File: src/rtl/i2c_cond_seq.sv
module i2c_cond_seq #(
  parameter int T_BUF = 20,
  parameter int T_SU  = 6,
  parameter int T_HD  = 6,
  parameter int CNT_W = 8
) (
  input  logic             clk,
  input  logic             rst_n,
  input  logic             scl_in,
  input  logic             sda_in,
  input  logic             start_req,
  input  logic             stop_req,
  input  logic             master_act,
  input  logic [CNT_W-1:0] byte_cnt,
  output logic             scl_low_en,
  output logic             sda_low_en,
  output logic             cond_done,
  output logic [1:0]       cond_kind,
  output logic             stop_clr,
  output logic             bus_busy
);
  localparam int TMAX = (T_SU > T_HD) ? T_SU : T_HD;
  localparam int TW   = $clog2(TMAX + 2);
  localparam int BW   = $clog2(T_BUF + 2);

  typedef enum logic [3:0] {
    ST_IDLE, ST_SSU, ST_SHD, ST_OWN, ST_RSDA, ST_RSCL, ST_PSDA, ST_PSCL, ST_PREL
  } st_t;

  st_t st, st_nx;
  logic [1:0] scl_ff, sda_ff;
  logic sda_q, busy_q, owned, rs_q;
  logic [BW-1:0] free_cnt;
  logic [TW-1:0] tmr;

  wire scl_s    = scl_ff[1];
  wire sda_s    = sda_ff[1];
  wire start_det = scl_s & sda_q & ~sda_s;
  wire stop_det  = scl_s & ~sda_q & sda_s;
  wire bus_free  = ~busy_q & (free_cnt >= BW'(T_BUF));
  wire su_ok     = tmr >= TW'(T_SU);
  wire hd_ok     = tmr >= TW'(T_HD);
  wire wait_scl  = (st == ST_RSCL) || (st == ST_PSCL);

  always_ff @(posedge clk or negedge rst_n)
    if (!rst_n) begin
      scl_ff <= 2'b11;
      sda_ff <= 2'b11;
      sda_q  <= 1'b1;
    end else begin
      scl_ff <= {scl_ff[0], scl_in};
      sda_ff <= {sda_ff[0], sda_in};
      sda_q  <= sda_s;
    end

  always_ff @(posedge clk or negedge rst_n)
    if (!rst_n) begin
      busy_q   <= 1'b0;
      free_cnt <= '0;
    end else begin
      if (start_det)     busy_q <= 1'b1;
      else if (stop_det) busy_q <= 1'b0;
      if (busy_q || start_det)            free_cnt <= '0;
      else if (free_cnt < BW'(T_BUF))     free_cnt <= free_cnt + 1'b1;
    end

  always_comb begin
    st_nx = st;
    case (st)
      ST_IDLE: if (start_req && bus_free) st_nx = ST_SSU;
      ST_SSU:  if (su_ok) st_nx = ST_SHD;
      ST_SHD:  if (hd_ok) st_nx = ST_OWN;
      ST_OWN:
        if (master_act && stop_req)                          st_nx = ST_PSDA;
        else if (master_act && start_req && byte_cnt != '0)  st_nx = ST_RSDA;
      ST_RSDA: if (su_ok) st_nx = ST_RSCL;
      ST_RSCL: if (scl_s && su_ok) st_nx = ST_SHD;
      ST_PSDA: if (su_ok) st_nx = ST_PSCL;
      ST_PSCL: if (scl_s && su_ok) st_nx = ST_PREL;
      ST_PREL: if (stop_det) st_nx = ST_IDLE;
      default: st_nx = ST_IDLE;
    endcase
  end

  always_ff @(posedge clk or negedge rst_n)
    if (!rst_n) begin
      st        <= ST_IDLE;
      tmr       <= '0;
      owned     <= 1'b0;
      rs_q      <= 1'b0;
      cond_done <= 1'b0;
      cond_kind <= 2'd0;
      stop_clr  <= 1'b0;
    end else begin
      st        <= st_nx;
      cond_done <= 1'b0;
      cond_kind <= 2'd0;
      stop_clr  <= 1'b0;
      if (st_nx != st || (wait_scl && !scl_s)) tmr <= '0;
      else if (tmr != {TW{1'b1}})               tmr <= tmr + 1'b1;
      if (st == ST_OWN && st_nx == ST_RSDA) rs_q <= 1'b1;
      if (st == ST_SHD && hd_ok) begin
        owned     <= 1'b1;
        rs_q      <= 1'b0;
        cond_done <= 1'b1;
        cond_kind <= rs_q ? 2'd2 : 2'd1;
      end
      if (st == ST_PREL && stop_det) begin
        owned     <= 1'b0;
        cond_done <= 1'b1;
        cond_kind <= 2'd3;
        stop_clr  <= 1'b1;
      end
    end

  assign scl_low_en = (st == ST_OWN) || (st == ST_RSDA) || (st == ST_PSDA);
  assign sda_low_en = (st == ST_SHD) || (st == ST_OWN) || (st == ST_PSDA) || (st == ST_PSCL);
  assign bus_busy   = busy_q;

  // the request clear comes only with the STOP completion
  a_r6_clear_with_stop: assert property (@(posedge clk) disable iff (!rst_n)
    stop_clr |-> (cond_done && cond_kind == 2'd3));
  a_r6_stop_frees_bus: assert property (@(posedge clk) disable iff (!rst_n)
    (cond_done && cond_kind == 2'd3) |-> !bus_busy);
  // a repeated START never follows a STOP seen on the bus
  a_r4_rstart_in_busy: assert property (@(posedge clk) disable iff (!rst_n)
    (cond_done && cond_kind == 2'd2) |-> bus_busy);
  // after any START the clock is held low
  a_r2_scl_held: assert property (@(posedge clk) disable iff (!rst_n)
    (cond_done && (cond_kind == 2'd1 || cond_kind == 2'd2)) |-> scl_low_en);
  // a fresh START only when the bus was seen idle
  a_r3_start_when_free: assert property (@(posedge clk) disable iff (!rst_n)
    ($rose(sda_low_en) && !owned) |-> !busy_q);
  // no byte moved, no repeated START
  a_r5_zero_bytes_hold: assert property (@(posedge clk) disable iff (!rst_n)
    (st == ST_OWN && byte_cnt == '0 && !stop_req) |=> st == ST_OWN);
  // stop ignored without an active master
  a_r9_stop_needs_master: assert property (@(posedge clk) disable iff (!rst_n)
    (st == ST_OWN && !master_act) |=> st == ST_OWN);
  // no request, no condition from idle
  a_r8_idle_quiet: assert property (@(posedge clk) disable iff (!rst_n)
    (st == ST_IDLE && !start_req) |=> (!sda_low_en && !scl_low_en));
endmodule

File: config.mk
export PLATFORM = sky130hd
export DESIGN_NAME = i2c_cond_seq
export DESIGN_NICKNAME = d
export VERILOG_FILES = /design/src/rtl/i2c_cond_seq.sv
export SDC_FILE = /design/constraint.sdc
export NUM_CORES = 1
export LEC_CHECK = 0
export ABC_CLOCK_PERIOD_IN_PS = 1800
export BUFFER_PORTS_ARGS = -buffer_cell sky130_fd_sc_hd__buf_2
export CAP_MARGIN = 20
export CELL_PAD_IN_SITES_DETAIL_PLACEMENT = 1
export CELL_PAD_IN_SITES_GLOBAL_PLACEMENT = 1
export CORE_MARGIN = 5
export CORE_UTILIZATION = 30
export DETAILED_ROUTE_END_ITERATION = 6
export PLACE_DENSITY = 0.72
export SYNTH_ARGS = -nofsm -noshare
export SYNTH_HDL_FRONTEND = slang
export SYNTH_SLANG_ARGS = --single-unit
export TNS_END_PERCENT = 5
File: constraint.sdc
create_clock -name clk -period 1.8 [get_ports clk]
set_clock_uncertainty 0.1 [all_clocks]
set_input_delay 0.27 -clock clk [delete_from_list [all_inputs] [get_ports clk]]
set_output_delay 0.27 -clock clk [all_outputs]
set_load 0.01 [all_outputs]
==> impl_metrics.yaml, run 1 <==
critical_path:
  max_stage_delay_ps: 400
  cp-startpoint: "st[2]"
  critPathLaunchType: "flop"
  cp-end-kind: "flop"
  crit_family: "compound AO/OA/AOI/OAI gates"
  critPathSlowestCell: "or3b_4"
  crit_chain: "or3b_4 -> or2_4 -> o31a_1 -> a21o_1 -> a211oi_2"
  path_buf_inv: 0
  reg2reg_depth: 5
  crit_fanout: 3
  cp.arrival_ps: 2000
  critical_path_class: "flop to flop"
  required_ps: 1870
  r2r-start: "st[2]"
  cp_num_cells: 5
clock_tree:
  cts_max_level: 1
  cts.sinks: 23
  cts_buffer_depth: 2
  cts.clk_slew.worst_paths_ps: 80
  root_buffer: "clkbuf_8"
  clk_latency_ps: 260
  tritoncts: "yes"
  cts_buffers: 3
timing:
  slew_headroom_pct: 64.9
  worst_pin_slew_ps: 526
  clock.fmax_mhz: 520
  hold_ws_ps: 258
  setup_ws_ps: -124
  hold_violations: 0
  finalCritPeriodShare_pct: 107
  period_minus_slack_ps: 1920
  rsz0062_at_grt: "yes"
  finalSetupViolCount: 3
  slew_violations: 0
outcome:
  outcome: "complete, but fails checks"
  violations: "setup timing"
cells_and_area:
  diodes: 0
  fin_nets: 182
  drive_above_1_share_pct: 33.5
  areaGrowthSynthToFinish_pct: 30.0
yosys:
  yosysSeqAreaShare_pct: 48.8
  synth_edf_count: 0
  synth_area_leaders: "dfrtp_1, dfstp_2, nor2_1, ha_1, nand2_1"
  ys_warn_count: 0
  syn_inst: 120
  synthArstFlopShare_pct: 100
  synth_top_area_share_pct: 37.8
  synth_top_flop_cell: "dfrtp_1"
  netlist.top_cell.by_area: "dfrtp_1"
  syn_area_mm2: 0.00119
  synth_nets: 140
  avgSynthCellArea_um2: 9.94
  synth-seq-cells: 23
  synthDistinctLibCells: 37
power:
  p_leak_nw: 0.743
  power_density_mw_per_mm2: 1110
  ir_worst_vdd_uv: 551
route:
  wl_per_cell_um: 13.4
  route.detailed.drc: 0
  vias_per_cell: 4.77
  drtIter0Drc: 44
  drtPass1Iterations: 3
  finalWirelength_um: 2830
  vias: 1007
  ant_nets: 0
placement:
  hpwl_um: 2250
  gp_congestion: 0.898
  numPortBuffers: 21
  pre_cts_slack_ps: -150
global_routing:
  first_global_vias: 1094
  antenna_found_initial: 0
  grt_use_total_pct: 12.0
  grt_overflow_total: 0
  grt_pass1_wl_um: 4890
  grt_max_degree: 24
worst_hold_path:
  min_path_cells: 0
  min_from: "sda_ff[0]"
  hp-class: "flop to flop"
job:
  drv_cap: 0
floorplan:
  ios: 22
  core-area_mm2: 0.00391
  initial_core_util_pct: 30.5
  fp.dieH_um: 73.0
  rows: 23
  die-area_mm2: 0.00534
  die-width_um: 73.0
[routing by layer]
layer  share of wire, %  vias to the layer above  routed length [µm]  GRT usage, %
met1                 42                      490                1190          14.0
met3                2.5                        4                  71          2.48
met4                1.9                        0                  55          5.53
li1                   -                      504                   -             -
met2                 53                        9                1510          20.8
met5                  0                        -                   0             0
[area by class of cell]
type	instances	area, µm²
Inverter	7	26.3
Sequential cell	23	582
Timing Repair Buffer	40	255
Fill cell	482	2360
Clock buffer	4	45.0
Multi-Input combinational cell	87	579
Tap cell	50	62.6
[state kept, by name, summed over array words and instances, names as in the netlist]
signal	count
tmr	3
rs_q	1
cond_done	1
bus_busy	1
sda_q	1
scl_ff	2
st	4
sda_ff	2
stop_clr	1
free_cnt	5
cond_kind	2
[placed cells by master (no fill, tap or decap), types with 2 or more instances in the layout]
cell type / instances
dfstp_2: 5
buf_4: 16
inv_1: 7
o21ai_0: 2
nor4_4: 2
dlygate4sd3_1: 3
a31oi_1: 2
a21o_1: 2
a21oi_1: 6
o21a_1: 2
nand3_1: 2
clkbuf_8: 3
nand2_1: 13
a211oi_2: 3
dfrtp_1: 18
o21ai_1: 4
nor2_1: 18
xor2_1: 2
nor3_1: 4
buf_2: 21
mux2i_1: 2
ha_1: 4
o211ai_1: 2
[power by group]
group | switching [mW] | internal, mW | leakage, nW
clock | 0.160 | 0.158 | 0.0228
combinational | 0.379 | 0.317 | 0.435
sequential | 0.0808 | 0.620 | 0.286
total | 0.620 | 1.09 | 0.743
[stage by stage]
step           std cells  setup TNS [ps]  area [µm²]  utilization [%]  total power [mW]
2_1_floorplan        120            -210        1190                -              1.12
3_3_place_gp         202            -137        1450             36.9              1.34
3_5_place_dp         202            -378        1450             36.9              1.38
4_1_cts              211            -334        1550             39.6              1.74
5_1_grt              211            -570        1550             39.6              1.87
6_report             211            -341        1550             39.6              1.71
[timing repair]
action | 4_1_cts | 5_1_grt
setup buffers | 2 | 0
resized for setup | 3 | 0
endpoints found under the hold margin | 20 | 0
hold buffers | 3 | 0
pin swaps | 3 | 1
endpoints found under the setup margin | 3 | 3
[synth_stat cells, types with 2 or more instances]
master / n
inv_1: 7
ha_1: 5
dfrtp_1: 18
nand3_1: 2
a211oi_1: 4
nor3_1: 4
nor2_1: 18
o21ai_0: 3
dfstp_2: 5
o21a_1: 2
nand2_1: 13
a31oi_1: 2
a21oi_1: 6
o21ai_1: 3
nor4_4: 2
o211ai_1: 2
a21o_1: 2
mux2i_1: 2
xor2_1: 2
[logic make-up (layout without fill, tap and decap cells)]
family,after synthesis,count (layout),share of synthesized area [%]
xor+xnor,3,3,2.20
fa+ha+maj,5,5,5.25
mux,2,2,1.68
buf+inv,10,51,4.09
simple gates,46,46,20.4
compound gates,31,31,17.6
flops,23,23,48.8
[final timing paths]
kind / end / slack (ps)
max in group asynchronous: scl_ff[1] / 820
worst max-delay path: tmr[0] / -120
worst max register to register: tmr[0] / -120
worst min register to register: sda_ff[1] / 260
worst min-delay path: sda_ff[1] / 260
min in group asynchronous: free_cnt[3] / 410
(Power assumes the default switching activity.)
==> run 2: changes to the inputs <==
ABC_CLOCK_PERIOD_IN_PS = not set   (was 1800)
CELL_PAD_IN_SITES_GLOBAL_PLACEMENT = 2   (was 1)
CTS_CLUSTER_DIAMETER = 60   (was not set)
PLACE_DENSITY = 0.83   (was 0.72)
==> run 2 against run 1 <==
Against the previous run:
- clock power shrank 2%
- global-route usage is 0.69 points higher
- hold slack gained 5.6 ps
- utilization grew 1.5 points
- sequential cell count unchanged
- power is 6.0% higher
- sequential share of layout area is 1.4 points lower
- first-iteration DRC count down 14%
- final cell count is 1.9% higher
- clock-buffer cell count shrank 1
- routed wire length up 13%
- the flow still finishes with violations (setup timing)
==> impl_metrics.yaml, run 2 (synthesis gave the netlist of run 1 again) <==
outcome:
  outcome: "complete, but fails checks"
  violations: "setup timing"
timing:
  hold_violations: 0
  slew_violations: 0
  finalSetupViolCount: 4
  period_minus_slack_ps: 1950
  slew_headroom_pct: 66.3
  rsz0062_at_grt: "yes"
  worst_pin_slew_ps: 506
  setup_ws_ps: -154
  clock.fmax_mhz: 512
  hold_ws_ps: 263
  finalCritPeriodShare_pct: 109
clock_tree:
  cts.clk_slew.worst_paths_ps: 80
  cts_buffer_depth: 2
  clk_latency_ps: 260
  cts_buffers: 3
  cts.sinks: 23
  cts_max_level: 1
  tritoncts: "yes"
  root_buffer: "clkbuf_8"
route:
  drtPass1Iterations: 4
  vias_per_cell: 5.01
  route.detailed.drc: 0
  wl_per_cell_um: 14.8
  ant_nets: 0
  vias: 1077
  finalWirelength_um: 3190
  drtIter0Drc: 38
floorplan:
  rows: 23
  die-area_mm2: 0.00534
  core-area_mm2: 0.00391
  die-width_um: 73.0
  fp.dieH_um: 73.0
  initial_core_util_pct: 30.5
  ios: 22
cells_and_area:
  areaGrowthSynthToFinish_pct: 34.9
  largest_reg_flops: 5
  layout_commonest_cell: "buf_2"
  stdcell_count: 215
  reg_top3: "free_cnt (5), st (4), tmr (3)"
  largest_register: "free_cnt"
  mostFrequentLayoutCells: "buf_2, buf_4, nor2_1, dfrtp_1, nand2_1"
  diodes: 0
  fin_nets: 186
  drive_above_1_share_pct: 38.2
  num-fill-cells: 460
worst_hold_path:
  hp-class: "flop to flop"
  min_from: "sda_ff[0]"
  min_path_cells: 0
critical_path:
  r2r-start: "st[3]"
  critical_path_class: "flop to flop"
  worst-r2r-setup-slack_ps: -150
  required_ps: 1880
  max_stage_delay_ps: 400
  crit_chain: "or3b_4 -> or2_4 -> o31a_1 -> a21o_1 -> a211oi_2"
  cp-startpoint: "st[3]"
  critPathSlowestCell: "or3b_4"
  reg2reg_depth: 5
  cp.arrival_ps: 2030
  cp-end-kind: "flop"
  critPathLaunchType: "flop"
  crit_fanout: 3
global_routing:
  antenna_found_initial: 0
  use_met1_pct: 13.3
  grt_max_degree: 24
  met2_usage_pct: 24.4
  grt_pass1_wl_um: 5380
  grt_use_total_pct: 12.7
  grt-busiest-layer: "met2"
  first_global_vias: 1235
  grt_overflow_total: 0
  met3_usage_pct: 2.89
placement:
  hpwl_um: 2470
  place_inst: 202
  numPortBuffers: 21
  gp_congestion: 0.882
job:
  drv_cap: 0
power:
  power_density_mw_per_mm2: 1130
  p_leak_nw: 0.770
  ir_worst_vdd_uv: 461
[run 2: cell types whose count changed in the layout (fill, tap and decap cells not counted), sizes merged]
cell	change
buf	+4
clkbuf	-1
clkinv	+1
[run 2: report_power, final]
part | internal, mW | switching (mW) | total [mW]
sequential | 0.619 | 0.0906 | 0.710
combinational | 0.364 | 0.432 | 0.795
clock | 0.154 | 0.158 | 0.313
total | 1.14 | 0.681 | 1.82
[run 2: area by class of cell]
cell class | count | area, µm² | share of cell area (%)
well taps | 50 | 62.6 | 3.89
multi-input cells | 87 | 607 | 37.7
inverters | 7 | 26.3 | 1.63
flip-flops and latches | 23 | 582 | 36.2
repair buffers | 44 | 285 | 17.7
clock inverters | 1 | 5.00 | 0.311
clock buffers | 3 | 41.3 | 2.57
[run 2: stage by stage]
| stage | utilization (%) | TNS, ps | setup slack (ps) | total power, mW | area (µm²) |
|---|---|---|---|---|---|
| detailed placement | 36.9 | -283 | -102 | 1.40 | 1450 |
| global route | 41.1 | -940 | -254 | 1.96 | 1610 |
| CTS | 40.5 | -367 | -122 | 1.81 | 1580 |
| finish | 41.1 | -484 | -154 | 1.82 | 1610 |
| floorplan | - | -210 | -69.9 | 1.12 | 1190 |
| global placement | 36.9 | -149 | -51.0 | 1.34 | 1450 |
[run 2: critical path: cells and delay by family, from the launching register on]
family          cells  cell delay (ps)
compound gates      3              750
flops               1              390
simple gates        2              640
[run 2: worst paths after layout]
kind                               end
max                             tmr[0]
min                          sda_ff[1]
max reg2reg                     tmr[0]
min reg2reg                  sda_ff[1]
max in group asynchronous    scl_ff[1]
min in group asynchronous  free_cnt[1]
[run 2: layer usage]
layer	share of wire, %	vias up
met3	2.7	4
met5	0	-
met4	0.75	0
li1	-	510
met1	38	547
met2	58	16
[run 2: timing repair]
item	4_1_cts	5_1_grt
setup buffers	5	1
pin swaps	4	6
resized for setup	5	4
setup endpoints to repair	3	6
hold endpoints to repair	20	0
hold buffers	3	0
